## config.mk

```make
export PLATFORM = sky130hd
export DESIGN_NAME = fb_unpack
export DESIGN_NICKNAME = d
export VERILOG_FILES = /design/src/rtl/fbu_pkg.sv /design/src/rtl/fbu_line_calc.sv /design/src/rtl/fbu_slicer.sv /design/src/rtl/fbu_colour.sv /design/src/rtl/fb_unpack.sv
export SDC_FILE = /design/constraint.sdc
export NUM_CORES = 1
export LEC_CHECK = 0
export BUFFER_PORTS_ARGS = -buffer_cell sky130_fd_sc_hd__buf_2
export CAP_MARGIN = 20
export CORE_MARGIN = 4
export CORE_UTILIZATION = 40
export CTS_CLUSTER_DIAMETER = 200
export DETAILED_ROUTE_END_ITERATION = 8
export GPL_TIMING_DRIVEN = 0
export REMOVE_ABC_BUFFERS = 1
export SLEW_MARGIN = 20
export SYNTH_ARGS = -nofsm -noshare
export SYNTH_HDL_FRONTEND = slang
export SYNTH_SLANG_ARGS = --single-unit
```

## constraint.sdc

```tcl
create_clock -name clk -period 8.1 [get_ports clk]
set_input_delay 0.81 -clock clk [delete_from_list [all_inputs] [get_ports clk]]
set_output_delay 0.81 -clock clk [all_outputs]
set_load 0.01 [all_outputs]
```

## src/rtl/fbu_pkg.sv

```systemverilog
package fbu_pkg;
  typedef enum logic [2:0] {
    D1 = 3'd0, D2 = 3'd1, D4 = 3'd2, D8 = 3'd3,
    D16 = 3'd4, D32 = 3'd5, D565 = 3'd6, D12 = 3'd7
  } depth_e;

  localparam int WORD_W = 32;
  localparam int CNT_W  = $clog2(WORD_W) + 1;

  function automatic logic [CNT_W-1:0] pix_per_word(depth_e d);
    case (d)
      D1:      return CNT_W'(32);
      D2:      return CNT_W'(16);
      D4:      return CNT_W'(8);
      D8:      return CNT_W'(4);
      D32:     return CNT_W'(1);
      default: return CNT_W'(2);
    endcase
  endfunction

  function automatic logic [CNT_W-1:0] pix_bits(depth_e d);
    case (d)
      D1:      return CNT_W'(1);
      D2:      return CNT_W'(2);
      D4:      return CNT_W'(4);
      D8:      return CNT_W'(8);
      D32:     return CNT_W'(32);
      default: return CNT_W'(16);
    endcase
  endfunction
endpackage

```

## src/rtl/fbu_line_calc.sv

```systemverilog
module fbu_line_calc
  import fbu_pkg::*;
#(
  parameter int COLS_W = 12
) (
  input  depth_e              depth,
  input  logic [COLS_W-1:0]   cols,
  output logic [COLS_W+1:0]   bytes_per_line
);
  localparam int OUT_W = COLS_W + 2;

  always_comb begin
    case (depth)
      D1:      bytes_per_line = OUT_W'(cols >> 3);
      D2:      bytes_per_line = OUT_W'(cols >> 2);
      D4:      bytes_per_line = OUT_W'(cols >> 1);
      D8:      bytes_per_line = OUT_W'(cols);
      D32:     bytes_per_line = {cols, 2'b00};
      default: bytes_per_line = {1'b0, cols, 1'b0};
    endcase
  end
endmodule

```

## src/rtl/fbu_slicer.sv

```systemverilog
module fbu_slicer
  import fbu_pkg::*;
#(
  parameter bit REVISED = 1'b0
) (
  input  logic              clk,
  input  logic              rst_n,
  input  logic              in_valid,
  output logic              in_ready,
  input  logic [WORD_W-1:0] in_word,
  input  depth_e            cfg_depth,
  input  logic              cfg_byte_be,
  input  logic              cfg_pix_be,
  input  logic              cfg_bgr,
  input  logic [1:0]        cfg_mux,
  input  logic              out_ready,
  output logic              out_valid,
  output logic [23:0]       pix_raw,
  output depth_e            pix_depth,
  output logic              pix_bgr,
  output logic [1:0]        pix_mux
);
  localparam int SH_W = CNT_W + 1;

  logic [WORD_W-1:0] word_q;
  logic [CNT_W-1:0]  left_q;
  logic [CNT_W-1:0]  idx_q;
  logic              msbf_q;
  logic              accept;
  logic [CNT_W-1:0]  load_cnt;
  logic [WORD_W-1:0] swapped;
  logic [SH_W-1:0]   slot_w;
  logic [SH_W-1:0]   shamt;
  logic [23:0]       mask;

  assign out_valid = (left_q != '0);
  assign in_ready  = (left_q == '0) || (left_q == CNT_W'(1) && out_ready);
  assign accept    = in_valid && in_ready;

  // Reserved depth codes on the base variant consume a word with no output.
  generate
    if (REVISED) begin : g_rev
      assign load_cnt = pix_per_word(cfg_depth);
    end else begin : g_base
      assign load_cnt = (cfg_depth == D565 || cfg_depth == D12) ? '0
                                                                : pix_per_word(cfg_depth);
    end
  endgenerate

  assign swapped = cfg_byte_be ? {in_word[7:0], in_word[15:8], in_word[23:16], in_word[31:24]}
                               : in_word;

  always_ff @(posedge clk or negedge rst_n) begin
    if (!rst_n) begin
      word_q    <= '0;
      left_q    <= '0;
      idx_q     <= '0;
      msbf_q    <= 1'b0;
      pix_depth <= D1;
      pix_bgr   <= 1'b0;
      pix_mux   <= 2'b00;
    end else if (accept) begin
      word_q    <= swapped;
      left_q    <= load_cnt;
      idx_q     <= '0;
      msbf_q    <= cfg_pix_be && !cfg_byte_be;
      pix_depth <= cfg_depth;
      pix_bgr   <= cfg_bgr;
      pix_mux   <= cfg_mux;
    end else if (out_valid && out_ready) begin
      left_q <= left_q - CNT_W'(1);
      idx_q  <= idx_q + CNT_W'(1);
    end
  end

  assign slot_w = SH_W'(pix_bits(pix_depth));
  assign shamt  = msbf_q ? SH_W'(WORD_W) - slot_w * SH_W'(idx_q + CNT_W'(1))
                         : slot_w * SH_W'(idx_q);

  always_comb begin
    case (pix_depth)
      D1:      mask = 24'h000001;
      D2:      mask = 24'h000003;
      D4:      mask = 24'h00000f;
      D8:      mask = 24'h0000ff;
      D32:     mask = 24'hffffff;
      default: mask = 24'h00ffff;
    endcase
  end

  assign pix_raw = 24'(word_q >> shamt) & mask;


  no_overload_chk: assert property (@(posedge clk) disable iff (!rst_n)
    (left_q > CNT_W'(1)) |-> !in_ready);

  cnt_range_chk: assert property (@(posedge clk) disable iff (!rst_n)
    accept |=> (left_q <= CNT_W'(32)));
endmodule

```

## src/rtl/fbu_colour.sv

```systemverilog
module fbu_colour
  import fbu_pkg::*;
#(
  parameter bit REVISED = 1'b0
) (
  input  logic [23:0] raw,
  input  depth_e      depth,
  input  logic        bgr,
  input  logic [1:0]  mux,
  output logic [23:0] data,
  output logic        is_index
);
  typedef enum logic [2:0] { L_IDX, L_5551, L_565, L_565B, L_444, L_888 } layout_e;

  layout_e    lay;
  logic [7:0] r, g, b;

  always_comb begin
    case (depth)
      D1, D2, D4, D8: lay = L_IDX;
      D32:            lay = L_888;
      D16: begin
        if (REVISED)         lay = L_5551;
        else if (mux == 2'd1) lay = L_5551;
        else if (mux == 2'd3) lay = L_565B;
        else                  lay = L_565;
      end
      D565:    lay = L_565;
      default: lay = L_444;
    endcase
  end

  always_comb begin
    case (lay)
      L_5551: begin r = {raw[4:0], 3'b0};  g = {raw[9:5], 3'b0};  b = {raw[14:10], 3'b0}; end
      L_565:  begin r = {raw[4:0], 3'b0};  g = {raw[10:5], 2'b0}; b = {raw[15:11], 3'b0}; end
      L_565B: begin b = {raw[4:0], 3'b0};  g = {raw[10:5], 2'b0}; r = {raw[15:11], 3'b0}; end
      L_444:  begin r = {raw[3:0], 4'b0};  g = {raw[7:4], 4'b0};  b = {raw[11:8], 4'b0};  end
      L_888:  begin r = raw[7:0];          g = raw[15:8];         b = raw[23:16];         end
      default: begin r = 8'h00; g = 8'h00; b = raw[7:0]; end
    endcase
  end

  always_comb begin
    is_index = (lay == L_IDX);
    if (is_index)                   data = {16'h0000, b};
    else if (bgr && lay != L_565B)  data = {b, g, r};
    else                            data = {r, g, b};
  end
endmodule

```

## src/rtl/fb_unpack.sv

```systemverilog
module fb_unpack
  import fbu_pkg::*;
#(
  parameter bit REVISED = 1'b0,
  parameter int COLS_W  = 12
) (
  input  logic              clk,
  input  logic              rst_n,
  input  logic [2:0]        cfg_depth,
  input  logic              cfg_byte_be,
  input  logic              cfg_pix_be,
  input  logic              cfg_bgr,
  input  logic [1:0]        cfg_mux,
  input  logic [COLS_W-1:0] line_cols,
  output logic [COLS_W+1:0] line_bytes,
  input  logic              in_valid,
  output logic              in_ready,
  input  logic [31:0]       in_word,
  output logic              out_valid,
  input  logic              out_ready,
  output logic [23:0]       out_data,
  output logic              out_is_index
);
  depth_e      depth_in;
  logic [23:0] pix_raw;
  depth_e      pix_depth;
  logic        pix_bgr;
  logic [1:0]  pix_mux;

  assign depth_in = depth_e'(cfg_depth);

  fbu_line_calc #(.COLS_W(COLS_W)) u_line (
    .depth(depth_in), .cols(line_cols), .bytes_per_line(line_bytes)
  );

  fbu_slicer #(.REVISED(REVISED)) u_slice (
    .clk(clk), .rst_n(rst_n),
    .in_valid(in_valid), .in_ready(in_ready), .in_word(in_word),
    .cfg_depth(depth_in), .cfg_byte_be(cfg_byte_be), .cfg_pix_be(cfg_pix_be),
    .cfg_bgr(cfg_bgr), .cfg_mux(cfg_mux),
    .out_ready(out_ready), .out_valid(out_valid),
    .pix_raw(pix_raw), .pix_depth(pix_depth), .pix_bgr(pix_bgr), .pix_mux(pix_mux)
  );

  fbu_colour #(.REVISED(REVISED)) u_col (
    .raw(pix_raw), .depth(pix_depth), .bgr(pix_bgr), .mux(pix_mux),
    .data(out_data), .is_index(out_is_index)
  );


  hold_stable_chk: assert property (@(posedge clk) disable iff (!rst_n)
    (out_valid && !out_ready) |=> (out_valid && $stable(out_data) && $stable(out_is_index)));

  index_upper_zero_chk: assert property (@(posedge clk) disable iff (!rst_n)
    (out_valid && out_is_index) |-> (out_data[23:8] == 16'h0000));

  reserved_drop_chk: assert property (@(posedge clk) disable iff (!rst_n)
    (!REVISED && in_valid && in_ready && cfg_depth[2:1] == 2'b11) |=> !out_valid);

  line_8bpp_chk: assert property (@(posedge clk) disable iff (!rst_n)
    (cfg_depth == 3'd3) |-> (line_bytes == (COLS_W+2)'(line_cols)));
endmodule

```

# After elaboration in Yosys (flattened, before gate mapping)
# Cells that the tools add are included.
[totals]
ff_bits = 51
latchBits = 0
ramBits = 0
mem_bits_ro = 0
in_bits = 56
out_inout_bits = 41
wordCells = 72
memories = 0
[op_classes]
addsub = 4
mul = 2
div = 0
order_cmp = 0
n_eq_ne = 21
shifts = 1
mux = 19
bitwise = 1
reduce_logical = 17
[op_table]
columns = ["cell", "count"]
rows = [
  ["24-bit case mux with 5 select lines", 1],
  ["14-bit case mux with 5 select lines", 1],
  ["8-bit case mux with 4 select lines", 2],
  ["6-bit case mux with 5 select lines", 2],
  ["24-bit 2-to-1 mux", 2],
  ["8-bit case mux with 5 select lines", 1],
  ["32-bit 2-to-1 mux", 1],
  ["32-bit by 7-bit right shift with 24-bit output", 1],
  ["6-bit 2-to-1 mux", 5],
  ["24-bit AND", 1],
  ["3-bit == test, second input constant", 8],
  ["3-bit by 2-bit == test with 1-bit output, second input constant", 6],
  ["3-bit case mux with 4 select lines", 1],
  ["3-bit by 1-bit == test with 1-bit output, second input constant", 3],
  ["3-bit logical NOT", 3],
  ["6-bit by 1-bit adder with 7-bit output, second input constant", 1],
  ["6-bit by 6-bit multiplier with 7-bit output", 1],
  ["6-bit by 7-bit multiplier with 7-bit output", 1],
  ["7-bit 2-to-1 mux", 1],
  ["6-bit by 7-bit subtractor with 7-bit output, first input constant", 1],
  ["6-bit by 1-bit adder with 6-bit output, second input constant", 1],
  ["6-bit by 1-bit == test with 1-bit output, second input constant", 1],
  ["6-bit logical NOT", 1],
  ["6-bit nonzero test", 1],
  ["12 further kinds", 18],
]

# Longest topological paths before layout
# Gate-level depths: netlist (run 1).
[logic_depth]
word_depth = 10
mapped_depth = 23
ltp_nobuf = 20

# Modules after synthesis
# Synthesis (run 1) repeated with hierarchy kept, for this count alone.
[unflattened]
hier_cells = 925
area_unflattened_um2 = 7238.2
[modules_own_cells]
columns = ["mod", "instances", "cells_per_inst", "area_per_inst_um2", "seq_area_each_um2"]
rows = [
  ["fbu_slicer", 1, 703, 5629.1, 1276.2],
  ["fbu_colour", 1, 128, 925.9, 0.0],
  ["fbu_line_calc", 1, 94, 683.2, 0.0],
]

# Least setup slack after synthesis (run 1)
# OpenSTA, ideal clock, no wires.
[synth_timing]
path_type = "register to output"
start = "register u_slice.pix_depth[2]"
end = "output port out_data[3]"
arrival_time_ps = 5440
required_ps = 7290
setup_slack_ps = 1850
stages_incl_launch_ff = 21
path_buffers = 3
path_cell_list = "dfrtp_1 buf_6 clkbuf_1 clkbuf_1 nor2_1 nand2_1 fa_1 fa_1 fa_1 inv_1 fa_1 inv_1 ha_1 a21oi_1 xnor3_1 and3_4 or3_4 a21o_1 o22ai_2 a311oi_1 a311oi_1"
[synth_between]
elab_chain_len = 10
elab_cells_between_ends = 30
classes_between = "add/sub (1); mul (2); eq/ne (12); shift (1); mux (8); bitwise (1); reduce/logical (5)"
[synth_rtl]
columns = ["item", "line_no", "source"]
rows = [
  ["start, declared", "fbu_slicer.sv:19", "output depth_e pix_depth,"],
  ["start signal, assigned", "fbu_slicer.sv:67", "pix_depth <= cfg_depth;"],
  ["3-bit == test (tied with other cells)", "fbu_pkg.sv:22, fbu_slicer.sv:81, fbu_colour.sv:19", ""],
  ["6-bit case mux with 5 select lines", "fbu_pkg.sv:22", "case (d)"],
  ["6-bit by 7-bit multiplier with 7-bit output", "fbu_slicer.sv:77", "assign shamt = msbf_q ? SH_W'(WORD_W) - slot_w * SH_W'(idx_q + CNT_W'(1))"],
  ["6-bit by 7-bit subtractor with 7-bit output", "fbu_slicer.sv:77", ""],
  ["7-bit 2-to-1 mux", "fbu_slicer.sv:77", ""],
  ["32-bit by 7-bit right shift with 24-bit output", "fbu_slicer.sv:91", "assign pix_raw = 24'(word_q >> shamt) & mask;"],
  ["24-bit AND", "fbu_slicer.sv:91", ""],
  ["8-bit case mux with 5 select lines / 8-bit case mux with 4 select lines (equally long branches)", "fbu_colour.sv:34", "case (lay)"],
  ["24-bit 2-to-1 mux", "fbu_colour.sv:47", "else if (bgr && lay != L_565B) data = {b, g, r};"],
  ["24-bit 2-to-1 mux (*)", "fbu_colour.sv:46", "if (is_index) data = {16'h0000, b};"],
  ["end, declared", "fb_unpack.sv:21", "output logic [23:0] out_data,"],
]
# Every way passes the cells marked *; elsewhere a longest branch is shown, timed or not.

# Final worst setup path (run 1)
[layout_timing]
start = "register u_slice.pix_depth[0]"
end = "output port out_data[23]"
# The elaborated chain is that of the path after synthesis.

==> flow_metrics.py, run 1 <==
metrics = {
    "synth": {
        "synth_cells": 951,
        "synth-seq-area-share": 0.1751,
        "synth-seq-cells": 51,
        "synth-edff-count": 0,
        "yosys_warnings": 0,
        "syn_area_per_cell_um2": 7.662,
        "syn-cell-area_mm2": 0.007287,
        "synthArstFlopShare": 1.000,
        "ys.flop_type": "dfrtp_1",
        "ys_types": 84,
    },
    "route": {
        "via_per_inst": 6.217,
        "vias": 7566,
        "drt_iter0_drc": 705,
        "drc": 0,
        "wirelength_um": 23380,
        "drt_pass1_iterations": 5,
        "wl_per_cell_um": 19.21,
        "postRouteAntennaNets": 0,
    },
    "critical_path": {
        "path_buf_inv": 3,
        "cp-end-kind": "output port",
        "cp_data_arrival_time_ns": 6.91,
        "crit_fanout": 15,
        "critPathKind": "reg2out",
        "crit_path_cell_trace": "nand2b_1, nor2_1, nand2b_1, fa_1, fa_1, fa_1, inv_1, fa_1, inv_1, ha_1, a21oi_1, xnor3_1, a21oi_2, nor3_2, nor2_1, nor2_1, a211oi_2, o22ai_1, buf_2",
        "start_kind": "register",
        "crit_slowest_cell": "dfrtp_1",
        "rr_startpoint": "u_slice.left_q[1]$_DFFE_PN0P_",
        "critPathRequiredTime_ns": 7.29,
        "cp-startpoint": "u_slice.pix_depth[0]$_DFFE_PN0P_",
        "cp_slowest_stage_delay_ns": 0.69,
        "crit_top_cell": "fa_1",
        "cp_top_family": "adder cells",
    },
    "clock_network": {
        "cts_tree": "yes",
        "post_cts_buffers": 0,
        "post_cts_resized": 0,
        "cts_sinks": 51,
        "cts_made_buffers": 5,
        "cts_max_level": 2,
        "clockRootBuffer": "clkbuf_16",
        "clk_pin_slew_ns": 0.07,
        "insertion_delay_ns": 0.30,
        "cts_hold_buffers": 0,
        "cts_max_path_buffers": 2,
    },
    "outcome": {
        "status": "finished clean",
    },
    "timing": {
        "setup_tns_ns": 0,
        "finalCriticalPeriod_ns": 7.719,
        "fmax_mhz": 129.5,
        "grt_setup_unrepaired": "no",
        "drv_slew": 0,
        "worstMarginPinSlew_ns": 1.051,
        "finalCritPeriodShare": 0.9530,
        "maxSlewHeadroom": 0.2991,
        "final-setup-viol-count": 0,
        "finalHoldViolations": 0,
        "hold_ws_ns": 0.4921,
        "skew_ns": 0.01272,
    },
    "layout": {
        "n_antenna_cell": 0,
        "layout_commonest_cell": "nand2_1",
        "area_growth_pct": 8.860,
        "layout_common_cells": "nand2_1, buf_2, nor2_1",
        "layout.nets": 1086,
        "layout-drive-gt1-share": 0.1599,
        "final_cells": 1217,
    },
    "placement": {
        "dp_hpwl_um": 17610,
        "place_inst": 1209,
        "gp_congestion": 0.9616,
        "port_buffers": 96,
    },
    "floorplan": {
        "die_h_um": 143.0,
        "io_pins": 97,
        "coreArea_mm2": 0.01796,
        "die_x_um": 143.0,
        "die_area_mm2": 0.02044,
        "initial_core_util": 0.4057,
        "num_rows": 49,
    },
    "grt": {
        "antenna_found_initial": 0,
        "overflow": 0,
        "grt_start_max_net_pins": 77,
        "grt.total_usage": 0.2239,
        "first_global_vias": 6786,
        "grt_pass1_wl_um": 37250,
    },
    "worst_hold_path": {
        "hp-class": "reg2reg",
        "min_from": "u_slice.word_q[0]$_DFFE_PN0P_",
    },
    "flow_run": {
        "max_cap_viol_count": 0,
    },
}
[worst min-delay path: cells and delay by family (launching register included)]
| family | cells | cell delay [ns] |
|---|---|---|
| flip-flops | 1 | 0.35 |
| AND/OR/NAND/NOR | 1 | 0.05 |
| AO/OA/AOI/OAI | 1 | 0.06 |
[synth_stat cells (all sizes together), types with 2 or more instances]
cell type / n / share of area
a32o: 2 / 0.0027
a22o: 2 / 0.0024
o22a: 5 / 0.0060
or3: 4 / 0.0048
a311oi: 6 / 0.0072
nand2: 143 / 0.074
a32oi: 12 / 0.015
mux2i: 78 / 0.11
a21o: 7 / 0.0072
xnor3: 2 / 0.0062
mux4: 6 / 0.019
or2: 3 / 0.0026
o21a: 3 / 0.0031
ha: 25 / 0.043
o22ai: 16 / 0.015
o211ai: 16 / 0.017
and3: 10 / 0.0093
o221a: 4 / 0.0062
a31oi: 28 / 0.025
buf: 32 / 0.030
o21ai: 80 / 0.055
nor3b: 2 / 0.0027
and2: 12 / 0.010
clkbuf: 36 / 0.019
nor2: 85 / 0.045
o31ai: 3 / 0.0038
nand2b: 10 / 0.0086
a22oi: 26 / 0.027
inv: 37 / 0.019
mux2: 6 / 0.0098
nand4: 13 / 0.011
nor3: 27 / 0.021
o32ai: 6 / 0.0072
o2bb2ai: 3 / 0.0045
fa: 18 / 0.049
nand3: 29 / 0.020
xor2: 5 / 0.0086
a21oi: 47 / 0.034
dfrtp: 51 / 0.18
a211oi: 16 / 0.019
a221oi: 5 / 0.0077
xnor2: 10 / 0.015
nor2b: 4 / 0.0034
o221ai: 4 / 0.0048
[metal layers]
| metal | share of wire | up-vias | global-route usage |
|---|---|---|---|
| met4 | 0.025 | 0 | 0.06453 |
| met2 | 0.43 | 329 | 0.3279 |
| met1 | 0.48 | 3582 | 0.3457 |
| li1 | - | 3605 | - |
| met3 | 0.074 | 50 | 0.02478 |
| met5 | 0 | - | 0 |
[sequential cells by signal (all words and copies together), names as in the netlist]
signal	cells
u_slice.msbf_q	1
u_slice.word_q	32
u_slice.pix_mux	2
u_slice.idx_q	6
u_slice.pix_bgr	1
u_slice.left_q	6
u_slice.pix_depth	3
[cell families after synthesis]
group	count (synthesis)	share of synthesized area
compound gates	300	0.2811
xor+xnor	17	0.02936
fa+ha+maj	43	0.09238
buf+inv	105	0.06748
flops	51	0.1751
mux	90	0.1387
simple gates	345	0.2158
[path summary, 6_finish.rpt]
path	end	slack (ns)	cells after the start
max	out_data[23]	0.38	19
min	u_slice.word_q[0]$_DFFE_PN0P_	0.49	2
max reg2reg	u_slice.left_q[5]$_DFFE_PN0P_	5.51	10
min reg2reg	u_slice.word_q[0]$_DFFE_PN0P_	0.49	2
max in group asynchronous	u_slice.pix_depth[2]$_DFFE_PN0P_	7.06	1
min in group asynchronous	u_slice.word_q[18]$_DFFE_PN0P_	0.52	1
[stage by stage]
step	cell area [um2]	setup WS, ns	utilization
2_1_floorplan	6934	1.495	-
3_3_place_gp	7701	-0.4350	0.4287
3_5_place_dp	7759	0.5472	0.4319
4_1_cts	7925	0.2147	0.4412
5_1_grt	7933	0.04453	0.4416
6_report	7933	0.3809	0.4416
[cell type report]
cell class | instances | area, um2
Clock inverter | 2 | 37.54
Fill cell | 1879 | 10030
Multi-Input combinational cell | 795 | 5565
Inverter | 37 | 138.9
Timing Repair Buffer | 97 | 494.2
Clock buffer | 6 | 128.9
Tap cell | 229 | 286.5
Sequential cell | 51 | 1281
Power of run 1 is left out: the tool's default activity adds up to more than one toggle a clock period on the data nets, which glitch-free logic cannot reach.
==> run 2: changes to the inputs <==
Settings changed: REMOVE_ABC_BUFFERS 1 to default.
Clock period 8.1 ns to 9.9 ns, I/O delays scaled along.
==> run 2 against run 1 <==
Net effect: sequential share of layout area fell by 0.61 points; global-route usage rose by 2.5 points; non-clock buffer count rose by 64; critical endpoint is now out_data[6]; utilization rose by 1.6 points; largest cell class unchanged; critical path depth rose by 2; count of clock-buffer cells in the layout fell by 1; routed wire length rose by 9.8%; clock skew fell by 0.0078 ns.
==> flow_metrics.py, run 2 (synthesis results as in run 1) <==
metrics = {
    "floorplan": {
        "num_rows": 49,
        "initial_core_util": 0.4057,
        "io_pins": 97,
        "die_x_um": 143.0,
        "coreArea_mm2": 0.01796,
        "die_area_mm2": 0.02044,
        "die_h_um": 143.0,
    },
    "placement": {
        "gp_congestion": 1.009,
        "port_buffers": 93,
        "dp_hpwl_um": 20680,
        "place_inst": 1273,
    },
    "timing": {
        "worstMarginPinSlew_ns": 0.7110,
        "final-setup-viol-count": 0,
        "finalHoldViolations": 0,
        "finalCritPeriodShare": 0.7973,
        "grt_setup_unrepaired": "no",
        "maxSlewHeadroom": 0.5125,
        "finalCriticalPeriod_ns": 7.894,
        "setup_tns_ns": 0,
        "drv_slew": 0,
        "skew_ns": 0.004911,
        "fmax_mhz": 126.7,
    },
    "grt": {
        "first_global_vias": 7552,
        "grt.total_usage": 0.2488,
        "antenna_found_initial": 0,
        "overflow": 0,
        "grt_start_max_net_pins": 52,
        "grt_pass1_wl_um": 40940,
    },
    "route": {
        "vias": 8006,
        "wirelength_um": 25660,
        "drc": 0,
        "postRouteAntennaNets": 0,
        "wl_per_cell_um": 20.03,
        "drt_iter0_drc": 901,
        "via_per_inst": 6.250,
        "drt_pass1_iterations": 6,
    },
    "layout": {
        "layout.nets": 1150,
        "reg.largest.list": "u_slice.word_q x32, u_slice.idx_q x6, u_slice.left_q x6",
        "final_cells": 1281,
        "layout-drive-gt1-share": 0.1663,
        "largest_register": "u_slice.word_q",
        "n_antenna_cell": 0,
        "layout_commonest_cell": "nand2_1",
        "largest_register_ffs": 32,
        "area_growth_pct": 12.72,
        "layout_common_cells": "nand2_1, buf_2, nor2_1",
        "post-route-util": 0.4573,
    },
    "critical_path": {
        "crit_slowest_cell": "a21oi_1",
        "crit_fanout": 10,
        "ff2ff_path_depth": 8,
        "cp_slowest_stage_delay_ns": 0.62,
        "cp-startpoint": "u_slice.pix_depth[2]$_DFFE_PN0P_",
        "reg2reg_slack_ns": 7.48,
        "critPathKind": "reg2out",
        "start_kind": "register",
        "cp-end-kind": "output port",
        "rr_startpoint": "u_slice.left_q[0]$_DFFE_PN0P_",
        "cp.depth": 21,
        "cp_top_family": "buffers and inverters",
        "crit_path_cell_trace": "buf_6, clkbuf_1, clkbuf_1, buf_1, nor3_1, fa_1, ha_1, inv_1, fa_1, ha_1, ha_1, xnor2_1, a21oi_1, clkbuf_1, o21ai_0, o32ai_1, nand3_1, nor2_1, o32ai_1, a31oi_1, buf_2",
        "path_buf_inv": 7,
        "critPathRequiredTime_ns": 8.91,
        "cp_data_arrival_time_ns": 6.90,
    },
    "clock_network": {
        "clockRootBuffer": "clkbuf_16",
        "cts_tree": "yes",
        "post_cts_resized": 0,
        "insertion_delay_ns": 0.29,
        "cts_hold_buffers": 0,
        "cts_sinks": 51,
        "cts_made_buffers": 5,
        "cts_max_path_buffers": 2,
        "cts_max_level": 2,
        "post_cts_buffers": 0,
        "clk_pin_slew_ns": 0.07,
    },
    "synth": {
        "synth.net_count": 1050,
    },
    "worst_hold_path": {
        "min_from": "u_slice.word_q[1]$_DFFE_PN0P_",
        "hp-class": "reg2reg",
        "worstHoldPathCells": 2,
    },
    "flow_run": {
        "max_cap_viol_count": 0,
    },
    "outcome": {
        "status": "finished clean",
    },
}
==> run 2: changes by cell type in the layout (fill, tap and decap cells not counted), sizes merged <==
cell / before / now
buf: 97 / 125
clkinvlp: 1 / 0
clkinv: 0 / 1
clkbuf: 6 / 41
inv: 37 / 38
==> run 2: layout make-up <==
| class | instances | area (um2) |
|---|---|---|
| Buffer | 68 | 352.8 |
| Clock buffer | 5 | 125.1 |
| Clock inverter | 3 | 47.55 |
| Fill cell | 1869 | 9749 |
| Inverter | 37 | 138.9 |
| Multi-Input combinational cell | 795 | 5519 |
| Sequential cell | 51 | 1276 |
| Tap cell | 229 | 286.5 |
| Timing Repair Buffer | 93 | 467.9 |
==> run 2: worst register-to-register path, delay by kind of cell (launching register included) <==
kind | cells | cell delay (ns)
adder cells (fa/ha/maj) | 1 | 0.21
buffers and inverters | 2 | 0.50
AND/OR/NAND/NOR | 2 | 0.48
AO/OA/AOI/OAI | 2 | 0.24
multiplexers | 1 | 0.50
flip-flops | 1 | 0.42
==> run 2: per-stage QoR <==
stage	hold WS (ns)	instance area (um2)	setup slack [ns]
6_report	0.5030	8214	2.006
5_1_grt	0.5380	8214	1.466
4_1_cts	0.5066	8214	2.037
3_5_place_dp	0.4921	8041	2.379
3_3_place_gp	0.4804	8039	2.283
2_1_floorplan	0.4493	7287	3.470
==> run 2: final timing paths <==
path,end
setup / recovery,out_data[6]
hold / removal,u_slice.word_q[1]$_DFFE_PN0P_
setup reg to reg,u_slice.idx_q[2]$_DFFE_PN0P_
hold reg to reg,u_slice.word_q[1]$_DFFE_PN0P_
max in group asynchronous,u_slice.idx_q[2]$_DFFE_PN0P_
min in group asynchronous,u_slice.word_q[15]$_DFFE_PN0P_
==> run 2: routing by layer <==
metal | up-vias | track usage | wire [um]
met5 | - | 0 | 0
li1 | 3729 | - | -
met1 | 3739 | 0.3492 | 11420
met4 | 0 | 0.08954 | 998
met3 | 91 | 0.03851 | 2070
met2 | 447 | 0.3892 | 11170
Power of run 2 is left out for the same reason.
